==> config.mk <==
export PLATFORM = sky130hd
export DESIGN_NAME = cmd_chan
export DESIGN_NICKNAME = d
export VERILOG_FILES = /design/src/rtl/cmd_chan_pkg.sv /design/src/rtl/cmd_chan_decode.sv /design/src/rtl/cmd_chan_regs.sv /design/src/rtl/cmd_chan_seq.sv /design/src/rtl/cmd_chan.sv
export SDC_FILE = /design/constraint.sdc
export NUM_CORES = 1
export LEC_CHECK = 0
export BUFFER_PORTS_ARGS = -buffer_cell sky130_fd_sc_hd__buf_2
export CAP_MARGIN = 20
export CELL_PAD_IN_SITES_DETAIL_PLACEMENT = 0
export CELL_PAD_IN_SITES_GLOBAL_PLACEMENT = 1
export CORE_ASPECT_RATIO = 1.5
export CORE_MARGIN = 2
export CORE_UTILIZATION = 38
export DETAILED_ROUTE_END_ITERATION = 8
export HOLD_SLACK_MARGIN = 0.03
export PLACE_DENSITY_LB_ADDON = 0.3
export SLEW_MARGIN = 20
export SYNTH_ARGS = -nofsm -noshare
export SYNTH_HDL_FRONTEND = slang
export SYNTH_SLANG_ARGS = --single-unit
==> constraint.sdc <==
create_clock -name clk_i -period 1.8 [get_ports clk_i]
set_input_delay 0.18 -clock clk_i [delete_from_list [all_inputs] [get_ports clk_i]]
set_output_delay 0.18 -clock clk_i [all_outputs]
set_load 0.05 [all_outputs]
==> src/rtl/cmd_chan_pkg.sv <==
package cmd_chan_pkg;
  localparam int unsigned REG_AW   = 5;
  localparam int unsigned REG_DW   = 32;
  localparam int unsigned OPC_W    = 5;
  localparam int unsigned SID_W    = 4;
  localparam int unsigned BADDR_W  = 16;
  localparam int unsigned BC_W     = 3;
  localparam int unsigned NBYTES   = 1 << BC_W;
  localparam int unsigned PAY_W    = NBYTES * 8;
  localparam int unsigned ST_W     = 4;

  localparam logic [REG_AW-1:0] OFF_CMD = 5'h00;
  localparam logic [REG_AW-1:0] OFF_ST  = 5'h08;
  localparam logic [REG_AW-1:0] OFF_WD0 = 5'h10;
  localparam logic [REG_AW-1:0] OFF_WD1 = 5'h14;
  localparam logic [REG_AW-1:0] OFF_RD0 = 5'h18;
  localparam logic [REG_AW-1:0] OFF_RD1 = 5'h1C;

  // status bit positions
  localparam int unsigned ST_DONE = 0;
  localparam int unsigned ST_FAIL = 1;
  localparam int unsigned ST_DENY = 2;
  localparam int unsigned ST_DROP = 3;

  typedef enum logic [1:0] {RSP_OK = 2'd0, RSP_NACK = 2'd1, RSP_DENY = 2'd2, RSP_DROP = 2'd3} rsp_e;
  typedef enum logic [1:0] {K_BAD = 2'd0, K_WRITE = 2'd1, K_READ = 2'd2, K_CTRL = 2'd3} kind_e;

  typedef struct packed {
    logic [OPC_W-1:0]   opc;
    logic [2:0]         rsvd_hi;
    logic [SID_W-1:0]   sid;
    logic [BADDR_W-1:0] addr;
    logic               rsvd_lo;
    logic [BC_W-1:0]    bc;
  } cmd_t;
endpackage

==> src/rtl/cmd_chan_decode.sv <==
module cmd_chan_decode
  import cmd_chan_pkg::*;
(
  input  logic [OPC_W-1:0] opc_i,
  output kind_e            kind_o
);
  always_comb begin
    unique case (opc_i)
      5'd0, 5'd2, 5'd14, 5'd16: kind_o = K_WRITE;
      5'd1, 5'd13, 5'd15:       kind_o = K_READ;
      5'd3, 5'd4, 5'd5, 5'd6:   kind_o = K_CTRL;
      default:                  kind_o = K_BAD;
    endcase
  end
endmodule

==> src/rtl/cmd_chan_regs.sv <==
module cmd_chan_regs
  import cmd_chan_pkg::*;
(
  input  logic              clk_i,
  input  logic              rst_ni,
  input  logic              reg_we_i,
  input  logic [REG_AW-1:0] reg_addr_i,
  input  logic [REG_DW-1:0] reg_wdata_i,
  output logic [REG_DW-1:0] reg_rdata_o,
  input  logic [REG_DW-1:0] cmd_last_i,
  input  logic [ST_W-1:0]   status_i,
  input  logic [PAY_W-1:0]  rd_i,
  output logic [PAY_W-1:0]  wd_o,
  output logic              cmd_wr_o
);
  localparam int unsigned NWORDS = PAY_W / REG_DW;

  logic [REG_DW-1:0] wd_q [NWORDS];

  for (genvar w = 0; w < NWORDS; w++) begin : g_wd
    localparam logic [REG_AW-1:0] OFF = OFF_WD0 + REG_AW'(4 * w);
    always_ff @(posedge clk_i or negedge rst_ni) begin
      if (!rst_ni)                          wd_q[w] <= '0;
      else if (reg_we_i && reg_addr_i == OFF) wd_q[w] <= reg_wdata_i;
    end
    assign wd_o[w*REG_DW +: REG_DW] = wd_q[w];
  end

  assign cmd_wr_o = reg_we_i && (reg_addr_i == OFF_CMD);

  always_comb begin
    unique case (reg_addr_i)
      OFF_CMD: reg_rdata_o = cmd_last_i;
      OFF_ST:  reg_rdata_o = REG_DW'(status_i);
      OFF_WD0: reg_rdata_o = wd_q[0];
      OFF_WD1: reg_rdata_o = wd_q[1];
      OFF_RD0: reg_rdata_o = rd_i[0 +: REG_DW];
      OFF_RD1: reg_rdata_o = rd_i[REG_DW +: REG_DW];
      default: reg_rdata_o = '0;
    endcase
  end
endmodule

==> src/rtl/cmd_chan_seq.sv <==
module cmd_chan_seq
  import cmd_chan_pkg::*;
#(
  parameter int unsigned TIMEOUT_CYCLES = 64
) (
  input  logic               clk_i,
  input  logic               rst_ni,
  input  logic               cmd_wr_i,
  input  logic [REG_DW-1:0]  cmd_word_i,
  input  kind_e              kind_i,
  input  logic [PAY_W-1:0]   wd_i,
  output logic [REG_DW-1:0]  cmd_last_o,
  output logic [ST_W-1:0]    status_o,
  output logic [PAY_W-1:0]   rd_o,
  output logic               txn_req_o,
  output logic [OPC_W-1:0]   txn_opc_o,
  output logic [SID_W-1:0]   txn_sid_o,
  output logic [BADDR_W-1:0] txn_addr_o,
  output logic [BC_W-1:0]    txn_bc_o,
  output logic [PAY_W-1:0]   txn_wdata_o,
  input  logic               txn_ack_i,
  input  logic [1:0]         txn_resp_i,
  input  logic [PAY_W-1:0]   txn_rdata_i
);
  localparam int unsigned CNT_W = $clog2(TIMEOUT_CYCLES + 1);
  localparam logic [CNT_W-1:0] CNT_LAST = CNT_W'(TIMEOUT_CYCLES - 1);

  cmd_t             cmd;
  logic             busy_q, is_rd_q;
  logic [CNT_W-1:0] cnt_q;
  logic [PAY_W-1:0] keep_mask;
  rsp_e             rsp;

  assign cmd = cmd_t'(cmd_word_i);
  assign rsp = rsp_e'(txn_resp_i);
  assign txn_req_o = busy_q;

  for (genvar b = 0; b < NBYTES; b++) begin : g_mask
    assign keep_mask[b*8 +: 8] = (BC_W'(b) <= txn_bc_o) ? 8'hFF : 8'h00;
  end

  always_ff @(posedge clk_i or negedge rst_ni) begin
    if (!rst_ni) begin
      busy_q      <= 1'b0;
      is_rd_q     <= 1'b0;
      cnt_q       <= '0;
      status_o    <= '0;
      rd_o        <= '0;
      cmd_last_o  <= '0;
      txn_opc_o   <= '0;
      txn_sid_o   <= '0;
      txn_addr_o  <= '0;
      txn_bc_o    <= '0;
      txn_wdata_o <= '0;
    end else if (!busy_q) begin
      if (cmd_wr_i) begin
        cmd_last_o <= cmd_word_i;
        if (kind_i == K_BAD) begin
          status_o <= ST_W'((1 << ST_DONE) | (1 << ST_FAIL));
        end else begin
          status_o    <= '0;
          busy_q      <= 1'b1;
          is_rd_q     <= (kind_i == K_READ);
          cnt_q       <= '0;
          txn_opc_o   <= cmd.opc;
          txn_sid_o   <= cmd.sid;
          txn_addr_o  <= (kind_i == K_CTRL) ? '0 : cmd.addr;
          txn_bc_o    <= (kind_i == K_CTRL) ? '0 : cmd.bc;
          txn_wdata_o <= (kind_i == K_CTRL) ? '0 : wd_i;
        end
      end
    end else if (txn_ack_i) begin
      busy_q <= 1'b0;
      unique case (rsp)
        RSP_OK:   status_o <= ST_W'(1 << ST_DONE);
        RSP_NACK: status_o <= ST_W'((1 << ST_DONE) | (1 << ST_FAIL));
        RSP_DENY: status_o <= ST_W'((1 << ST_DONE) | (1 << ST_DENY));
        RSP_DROP: status_o <= ST_W'((1 << ST_DONE) | (1 << ST_DROP));
        default:  status_o <= ST_W'((1 << ST_DONE) | (1 << ST_FAIL));
      endcase
      if (rsp == RSP_OK && is_rd_q) rd_o <= txn_rdata_i & keep_mask;
    end else if (cnt_q == CNT_LAST) begin
      busy_q   <= 1'b0;
      status_o <= ST_W'((1 << ST_DONE) | (1 << ST_FAIL));
    end else begin
      cnt_q <= cnt_q + 1'b1;
    end
  end

  AST_REQ_FIELDS_HELD: assert property (@(posedge clk_i) disable iff (!rst_ni)
    txn_req_o && !txn_ack_i |=> $stable({txn_opc_o, txn_sid_o, txn_addr_o, txn_bc_o, txn_wdata_o}));
  AST_STATUS_ZERO_BUSY: assert property (@(posedge clk_i) disable iff (!rst_ni)
    txn_req_o |-> status_o == '0);
  AST_ERR_NEEDS_DONE: assert property (@(posedge clk_i) disable iff (!rst_ni)
    (|status_o[ST_DROP:ST_FAIL]) |-> status_o[ST_DONE]);
  AST_SINGLE_ERR: assert property (@(posedge clk_i) disable iff (!rst_ni)
    $countones(status_o[ST_DROP:ST_FAIL]) <= 1);
  AST_CTRL_NO_PAYLOAD: assert property (@(posedge clk_i) disable iff (!rst_ni)
    txn_req_o && txn_opc_o >= 5'd3 && txn_opc_o <= 5'd6 |-> txn_addr_o == '0 && txn_bc_o == '0);
  AST_TIMEOUT_BOUND: assert property (@(posedge clk_i) disable iff (!rst_ni)
    busy_q |-> cnt_q <= CNT_LAST);
  AST_IDLE_ACK_IGNORED: assert property (@(posedge clk_i) disable iff (!rst_ni)
    !txn_req_o && !cmd_wr_i && txn_ack_i |=> $stable(status_o));
  AST_RD_ONLY_ON_OK: assert property (@(posedge clk_i) disable iff (!rst_ni)
    !(txn_req_o && txn_ack_i && rsp == RSP_OK) |=> $stable(rd_o));
endmodule

==> src/rtl/cmd_chan.sv <==
module cmd_chan
  import cmd_chan_pkg::*;
#(
  parameter int unsigned TIMEOUT_CYCLES = 64
) (
  input  logic               clk_i,
  input  logic               rst_ni,
  input  logic               reg_we_i,
  input  logic [REG_AW-1:0]  reg_addr_i,
  input  logic [REG_DW-1:0]  reg_wdata_i,
  output logic [REG_DW-1:0]  reg_rdata_o,
  output logic               txn_req_o,
  output logic [OPC_W-1:0]   txn_opc_o,
  output logic [SID_W-1:0]   txn_sid_o,
  output logic [BADDR_W-1:0] txn_addr_o,
  output logic [BC_W-1:0]    txn_bc_o,
  output logic [PAY_W-1:0]   txn_wdata_o,
  input  logic               txn_ack_i,
  input  logic [1:0]         txn_resp_i,
  input  logic [PAY_W-1:0]   txn_rdata_i
);
  logic              cmd_wr;
  logic [PAY_W-1:0]  wd, rd;
  logic [REG_DW-1:0] cmd_last;
  logic [ST_W-1:0]   status;
  kind_e             kind;

  cmd_chan_regs u_regs (
    .clk_i, .rst_ni, .reg_we_i, .reg_addr_i, .reg_wdata_i, .reg_rdata_o,
    .cmd_last_i(cmd_last), .status_i(status), .rd_i(rd), .wd_o(wd), .cmd_wr_o(cmd_wr)
  );

  cmd_chan_decode u_dec (
    .opc_i(reg_wdata_i[REG_DW-1 -: OPC_W]), .kind_o(kind)
  );

  cmd_chan_seq #(.TIMEOUT_CYCLES(TIMEOUT_CYCLES)) u_seq (
    .clk_i, .rst_ni, .cmd_wr_i(cmd_wr), .cmd_word_i(reg_wdata_i), .kind_i(kind),
    .wd_i(wd), .cmd_last_o(cmd_last), .status_o(status), .rd_o(rd),
    .txn_req_o, .txn_opc_o, .txn_sid_o, .txn_addr_o, .txn_bc_o, .txn_wdata_o,
    .txn_ack_i, .txn_resp_i, .txn_rdata_i
  );
endmodule

# After elaboration in Yosys (flattened, before gate mapping)
# Memory sizes are Yosys's and may differ from the RTL's.
# Cells that the tools add are included.
[op_classes]
muxes = 28
n_addsub = 1
n_shift = 0
order_cmp = 8
mul = 0
bitwise = 3
n_reduce_logical = 13
div = 0
eq_ne = 15
[op_table]
columns = ["operator", "count"]
rows = [
  ["32-bit one-hot mux with 6 select lines", 1],
  ["64-bit bitwise AND", 1],
  ["64-bit two-way mux", 1],
  ["8-bit two-way mux", 8],
  ["7-bit two-way mux", 5],
  ["5-bit == test, second input constant", 4],
  ["16-bit two-way mux", 1],
  ["4-bit two-way mux", 4],
  ["4-bit one-hot mux with 4 select lines", 1],
  ["3-bit <= comparator, first input constant", 4],
  ["2-bit == test, second input constant", 4],
  ["7-bit by 1-bit adder with 7-bit output, second input constant", 1],
  ["7-bit by 6-bit == test with 1-bit output, second input constant", 1],
  ["1-bit by 3-bit <= comparator with 1-bit output, first input constant", 2],
  ["2-bit by 3-bit <= comparator with 1-bit output, first input constant", 2],
  ["3-bit AND reduction", 2],
  ["5-bit by 4-bit == test with 1-bit output, second input constant", 1],
  ["5-bit zero test", 1],
  ["1-bit two-way mux", 5],
  ["1-bit logical AND", 4],
  ["2-bit zero test", 2],
  ["2-bit != test, second input constant", 2],
  ["2-bit AND reduction", 2],
  ["4-bit AND reduction", 1],
  ["other kinds (7)", 8],
]
[word_totals]
ff_bits = 265
ram_bits = 0
latchBits = 0
mem_count = 1
output_inout_bits = 125
mem_bits_ro = 64
[memory_table]
columns = ["name", "words", "width", "rd", "rd_clocked_by_memory_dff", "write_ports", "line", "rtl"]
rows = [
  ["(no name shown)", 32, 2, 1, 0, 0, "cmd_chan_decode.sv:8", "unique case (opc_i)"],
]

# Depth between registers and ports, before layout
# An unclocked memory read counts as a cell.
[logic_depth]
word_depth = 5
ltp_mapped = 7

# Cells and area by module
# From an unflattened synthesis, not the netlist that was laid out.
[hier_totals]
hier_cells = 1165
area_unflattened_um2 = 11895.2
[by_module_without_submodules]
columns = ["module", "area_per_inst_um2", "instances", "cells_per_inst"]
rows = [
  ["cmd_chan_seq", 8032.7, 1, 861],
  ["cmd_chan_regs", 3792.4, 1, 296],
  ["cmd_chan_decode", 70.1, 1, 8],
]

# Worst setup path after synthesis
# No wires, ideal clock.
[synth_timing]
path_type = "register to register"
from = "register u_seq.busy_q, in the netlist u_seq.txn_req_o"
to = "register u_seq.txn_sid_o[0]"
n_path_buf = 0
synth_period_minus_slack_ns = 1.976
stages_incl_launch_ff = 5
path_slack_ns = -0.176
arrival_ns = 1.851
setup_ns = 0.125
required_ns = 1.675
cell_sequence = "dfrtp_1 > nand2b_1 > or4_4 > nor2_2 > mux2_2"
[synth_via]
elab_chain_len = 2
[synth_lines]
columns = ["element", "line", "rtl"]
rows = [
  ["start, declared", "cmd_chan_seq.sv:29", "logic busy_q, is_rd_q;"],
  ["start signal, assigned", "cmd_chan_seq.sv:44", "busy_q <= 1'b0;"],
  ["start signal, assigned", "cmd_chan_seq.sv:62", "busy_q <= 1'b1;"],
  ["start signal, assigned", "cmd_chan_seq.sv:73", "busy_q <= 1'b0;"],
  ["1-bit inverter (no line)", "n/a", ""],
  ["3-bit AND reduction (no line)", "n/a", ""],
  ["end signal, assigned", "cmd_chan_seq.sv:66", "txn_sid_o <= cmd.sid;"],
  ["end, declared", "cmd_chan_seq.sv:17", "output logic [SID_W-1:0] txn_sid_o,"],
]
# No other way between the ends.
# A chain may end at the register's enable or synchronous reset.

# Final worst setup path
[layout_timing]
from = "input port reg_addr_i[4]"
to = "output port reg_rdata_o[30]"
[layout_via]
elab_chain_len = 2
word_cells_on_any_way = 7
[layout_lines]
columns = ["element", "line", "rtl"]
rows = [
  ["start, declared", "cmd_chan.sv:9", "input logic [REG_AW-1:0] reg_addr_i,"],
  ["5-bit == test, or another cell as far along", "cmd_chan_regs.sv:32", "unique case (reg_addr_i)"],
  ["32-bit one-hot mux with 6 select lines *", "cmd_chan_regs.sv:32", ""],
  ["end, declared", "cmd_chan.sv:11", "output logic [REG_DW-1:0] reg_rdata_o,"],
]
# Every way passes the cells marked *; elsewhere a longest branch is shown, timed or not.

==> impl_results.md <==
- Setup TNS: -0.655 ns
- Final WL: 36.4 mm
- Critical path's most frequent cell: buf_6
- Cell Chain, Critical Path: buf_6 -> or3_4 -> buf_6 -> nor3_4 -> buf_6 -> buf_6 -> buf_12 -> nand2_1 -> nand3_2 -> buf_8
- Vias per cell: 5.13
- Die span in x: 147 um
- Fin. Hold Viols: 0
- Clk sink count: 265
- XOR/XNOR Fraction of Synth Area: 0
- Post-Syn Area: 11,700 sq um
- CTS tree: yes
- Via count: 9,915
- Worst-skew pair later-pin latency: 0.54 ns
- Synth cell types: 48
- Largest family of logic cells by synthesized area: compound AO/OA/AOI/OAI gates
- Max-cap violations: 0
- Top cells by area, synth: dfrtp_1 57%, nand2_1 6.4%, o21ai_0 5.5%
- Clk slew on worst S/H paths: 0.06 ns
- Syn avg cell area: 10.2 sq um
- Fmax: 0.537 GHz
- Maximum VDD drop: 0.567 mV
- Placer congestion estimate: 0.823
- Vias in the first global route: 10,000
- PnR worst setup slack: -0.0638 ns
- Top-area cell type share of the netlist area: 0.568
- Compound-Gate Fraction of Synth Area: 0.182
- Ys Warns: 0
- Synth Area in Adders: 0.00107
- Yosys top cell by area: dfrtp_1
- H-tree depth: 1
- Die Y-Extent: 219 um
- Fraction of synthesized area in multiplexers: 0.0793
- Worst Setup Start Kind: input port
- Max Slew Vio Count: 0
- Main flop type after synthesis: dfrtp_1
- Layout cells sized above 1: 0.333
- Failing checks: setup timing
- Initial antenna violation count: 1
- Simple-gate share of the synthesized area: 0.106
- Placed instance area: 14,200 sq um
- Syn Inst Count: 1,146
- Layout overhead on the synthesized area: 43.0%
- Unrepaired setup endpoints after global routing: yes
- TritonRoute pass-1 iters: 5
- Sequential share of the synthesized area: 0.568
- Placed Instances: 1,777
- Hpwl dp: 24.4 mm
- FFs w/ async S/R, synth: 1.00
- Row count: 78
- Fin nets: 1,624
- Final cell count without fillers: 1,934
- Min-delay worst type: input port to register
- Layout Skew: 0.00665 ns
- Total GRT Usage: 0.218
- P_leak: 8.41 nW
- Number of port buffers: 231
- GR Overflow Total: 0
- Number of synthesized flops with an enable pin: 0
- Flops & latches, synth: 265
- Worst slew pin tran: 0.426 ns
- Worst-case reg-to-reg path depth: 4
- WP data required: 1.62 ns
- First-pass GRT wire length: 55.3 mm
- Starting density of the core: 0.386
- CP max FO: 8
- Syn_nets: 1,254
- Hold Path Depth: 3
- Die ar.: 32,200 sq um
- Largest net degree at the start of global routing: 88
- Setup violators final: 22
- TritonCTS buffer count: 26
- Initial drt markers: 424
- Cell with the largest stage delay on the worst path: or3_4
- Post-route ant nets: 0
- Crit path time final: 1.86 ns
- Crit path DAT: 1.68 ns
- Crit-path max cell delay: 0.41 ns
- Status: finished, violations left
- Critical Path End Type: output port
- Drt wl/cell: 18.8 um
- Root buffer cell: clkbuf_16
- Fill count: 2,765
- Crit Path Class: input port to output port
- Core region area: 30,300 sq um
- PwrDens: 913 nW/um^2
- CTS max path bufs: 3
- Ratio of final minimum period to clock period: 1.04
- Design Area, Final: 16,700 sq um
- I/O Pins: 232
- Drt drc: 0
- Relative slew slack: 0.716
==> final cells by class <==
class | instances | area, sq um | share of cell area
Clock inverter | 4 | 22.5 | 0.00135
Antenna cell | 1 | 2.50 | 0.000150
Timing Repair Buffer | 436 | 3720 | 0.223
Sequential cell | 265 | 6630 | 0.397
Clock buffer | 41 | 788 | 0.0472
Tap cell | 400 | 500 | 0.0300
Inverter | 87 | 327 | 0.0196
Multi-Input combinational cell | 700 | 4700 | 0.281
==> critical path, delay by kind of cell <==
family	cells	cell delay (ns)
simple gates	4	0.74
buf+inv	6	0.76
==> worst paths after layout <==
check | startpoint | to | slack (ns)
worst min-delay path | reg_wdata_i[5] | u_regs.wd_o[37] | 0.05
worst min register to register | u_seq.cmd_last_o[29] | u_seq.cmd_last_o[29] | 0.48
worst max register to register | u_seq.txn_req_o | u_seq.txn_sid_o[2] | 0
min in group asynchronous | rst_ni | u_seq.rd_o[10] | 0.10
worst max-delay path | reg_addr_i[4] | reg_rdata_o[30] | -0.06
max in group asynchronous | rst_ni | u_seq.txn_bc_o[2] | 0.97
==> cell families after synthesis <==
group	Yosys count
adder cells (fa/ha/maj)	1
AND/OR/NAND/NOR	278
flip-flops	265
multiplexers	85
buffers and inverters	181
AO/OA/AOI/OAI	336
==> per-layer routing <==
metal | track usage | up-vias | routed length (um)
met2 | 0.364 | 238 | 18000
met4 | 0.0885 | 0 | 1310
met1 | 0.289 | 4875 | 15700
met3 | 0.0234 | 59 | 1340
li1 | - | 4743 | -
met5 | 0 | - | 0
==> state kept, by name, indices dropped and copies added, names as in the netlist <==
signal	count
u_seq.is_rd_q	1
u_seq.txn_sid_o	4
u_regs.wd_o	64
u_seq.rd_o	64
u_seq.txn_opc_o	5
u_seq.txn_addr_o	16
u_seq.cmd_last_o	32
u_seq.txn_bc_o	3
u_seq.txn_wdata_o	64
u_seq.txn_req_o	1
u_seq.cnt_q	7
u_seq.status_o	4
==> per-stage QoR <==
step                      power [mW]   util  hold slack (ns)  setup slack [ns]
after floorplan                 8.83      -           -0.116           -0.0226
after global placement          9.77  0.470           0.0603            -0.199
after detailed placement        9.83  0.470           0.0612            -0.184
after CTS                       15.3  0.538           0.0394           -0.0153
after global routing            15.9  0.552           0.0425            -0.100
final                           15.2  0.552           0.0536           -0.0638
==> placed cells by master (no fill, tap or decap), types with 40 or more instances in the layout <==
master,netlist,layout
mux2i_1,40,40
nand2_1,199,192
o21ai_1,35,82
inv_1,87,87
o21ai_0,129,82
dlygate4sd3_1,0,95
buf_2,28,195
buf_4,2,69
o31ai_1,85,84
a22oi_1,68,43
dfrtp_1,265,263
==> synth_stat cells (2+ instances only) <==
cell type and number:
mux2_4 5, and3_1 2, nand3_1 45, buf_4 2, o31ai_1 85, dfrtp_1 265
o21ai_1 35, a31oi_1 3, nand2b_1 5, and3b_1 2, mux2i_1 40, mux2_2 40
clkbuf_1 55, a21oi_1 3, or2_2 2, buf_6 3, inv_1 87, o22ai_1 2
nor2_1 3, buf_1 6, nor3b_1 2, nor4_4 2, nand4_1 2, buf_2 28
a22oi_1 68, or3_1 2, a31o_2 2, nor3_1 4, nand2_1 199, o21ai_0 129
==> timing repair <==
| action | CTS | global route |
|---|---|---|
| hold buffers | 96 | 0 |
| gates resized for setup | 71 | 66 |
| endpoints found under the hold margin | 428 | 0 |
| endpoints found under the setup margin | 33 | 101 |
| buffers inserted | 1 | 7 |
| pin swaps | 3 | 7 |
| gates cloned | 1 | 6 |
==> where the power goes <==
part / switching, mW / total (mW) / internal [mW]
sequential: 0.458 / 7.09 / 6.63
clock: 2.27 / 5.25 / 2.98
combinational: 1.87 / 2.90 / 1.03
total: 4.60 / 15.2 / 10.6
Power figures use the tool's default switching activity.
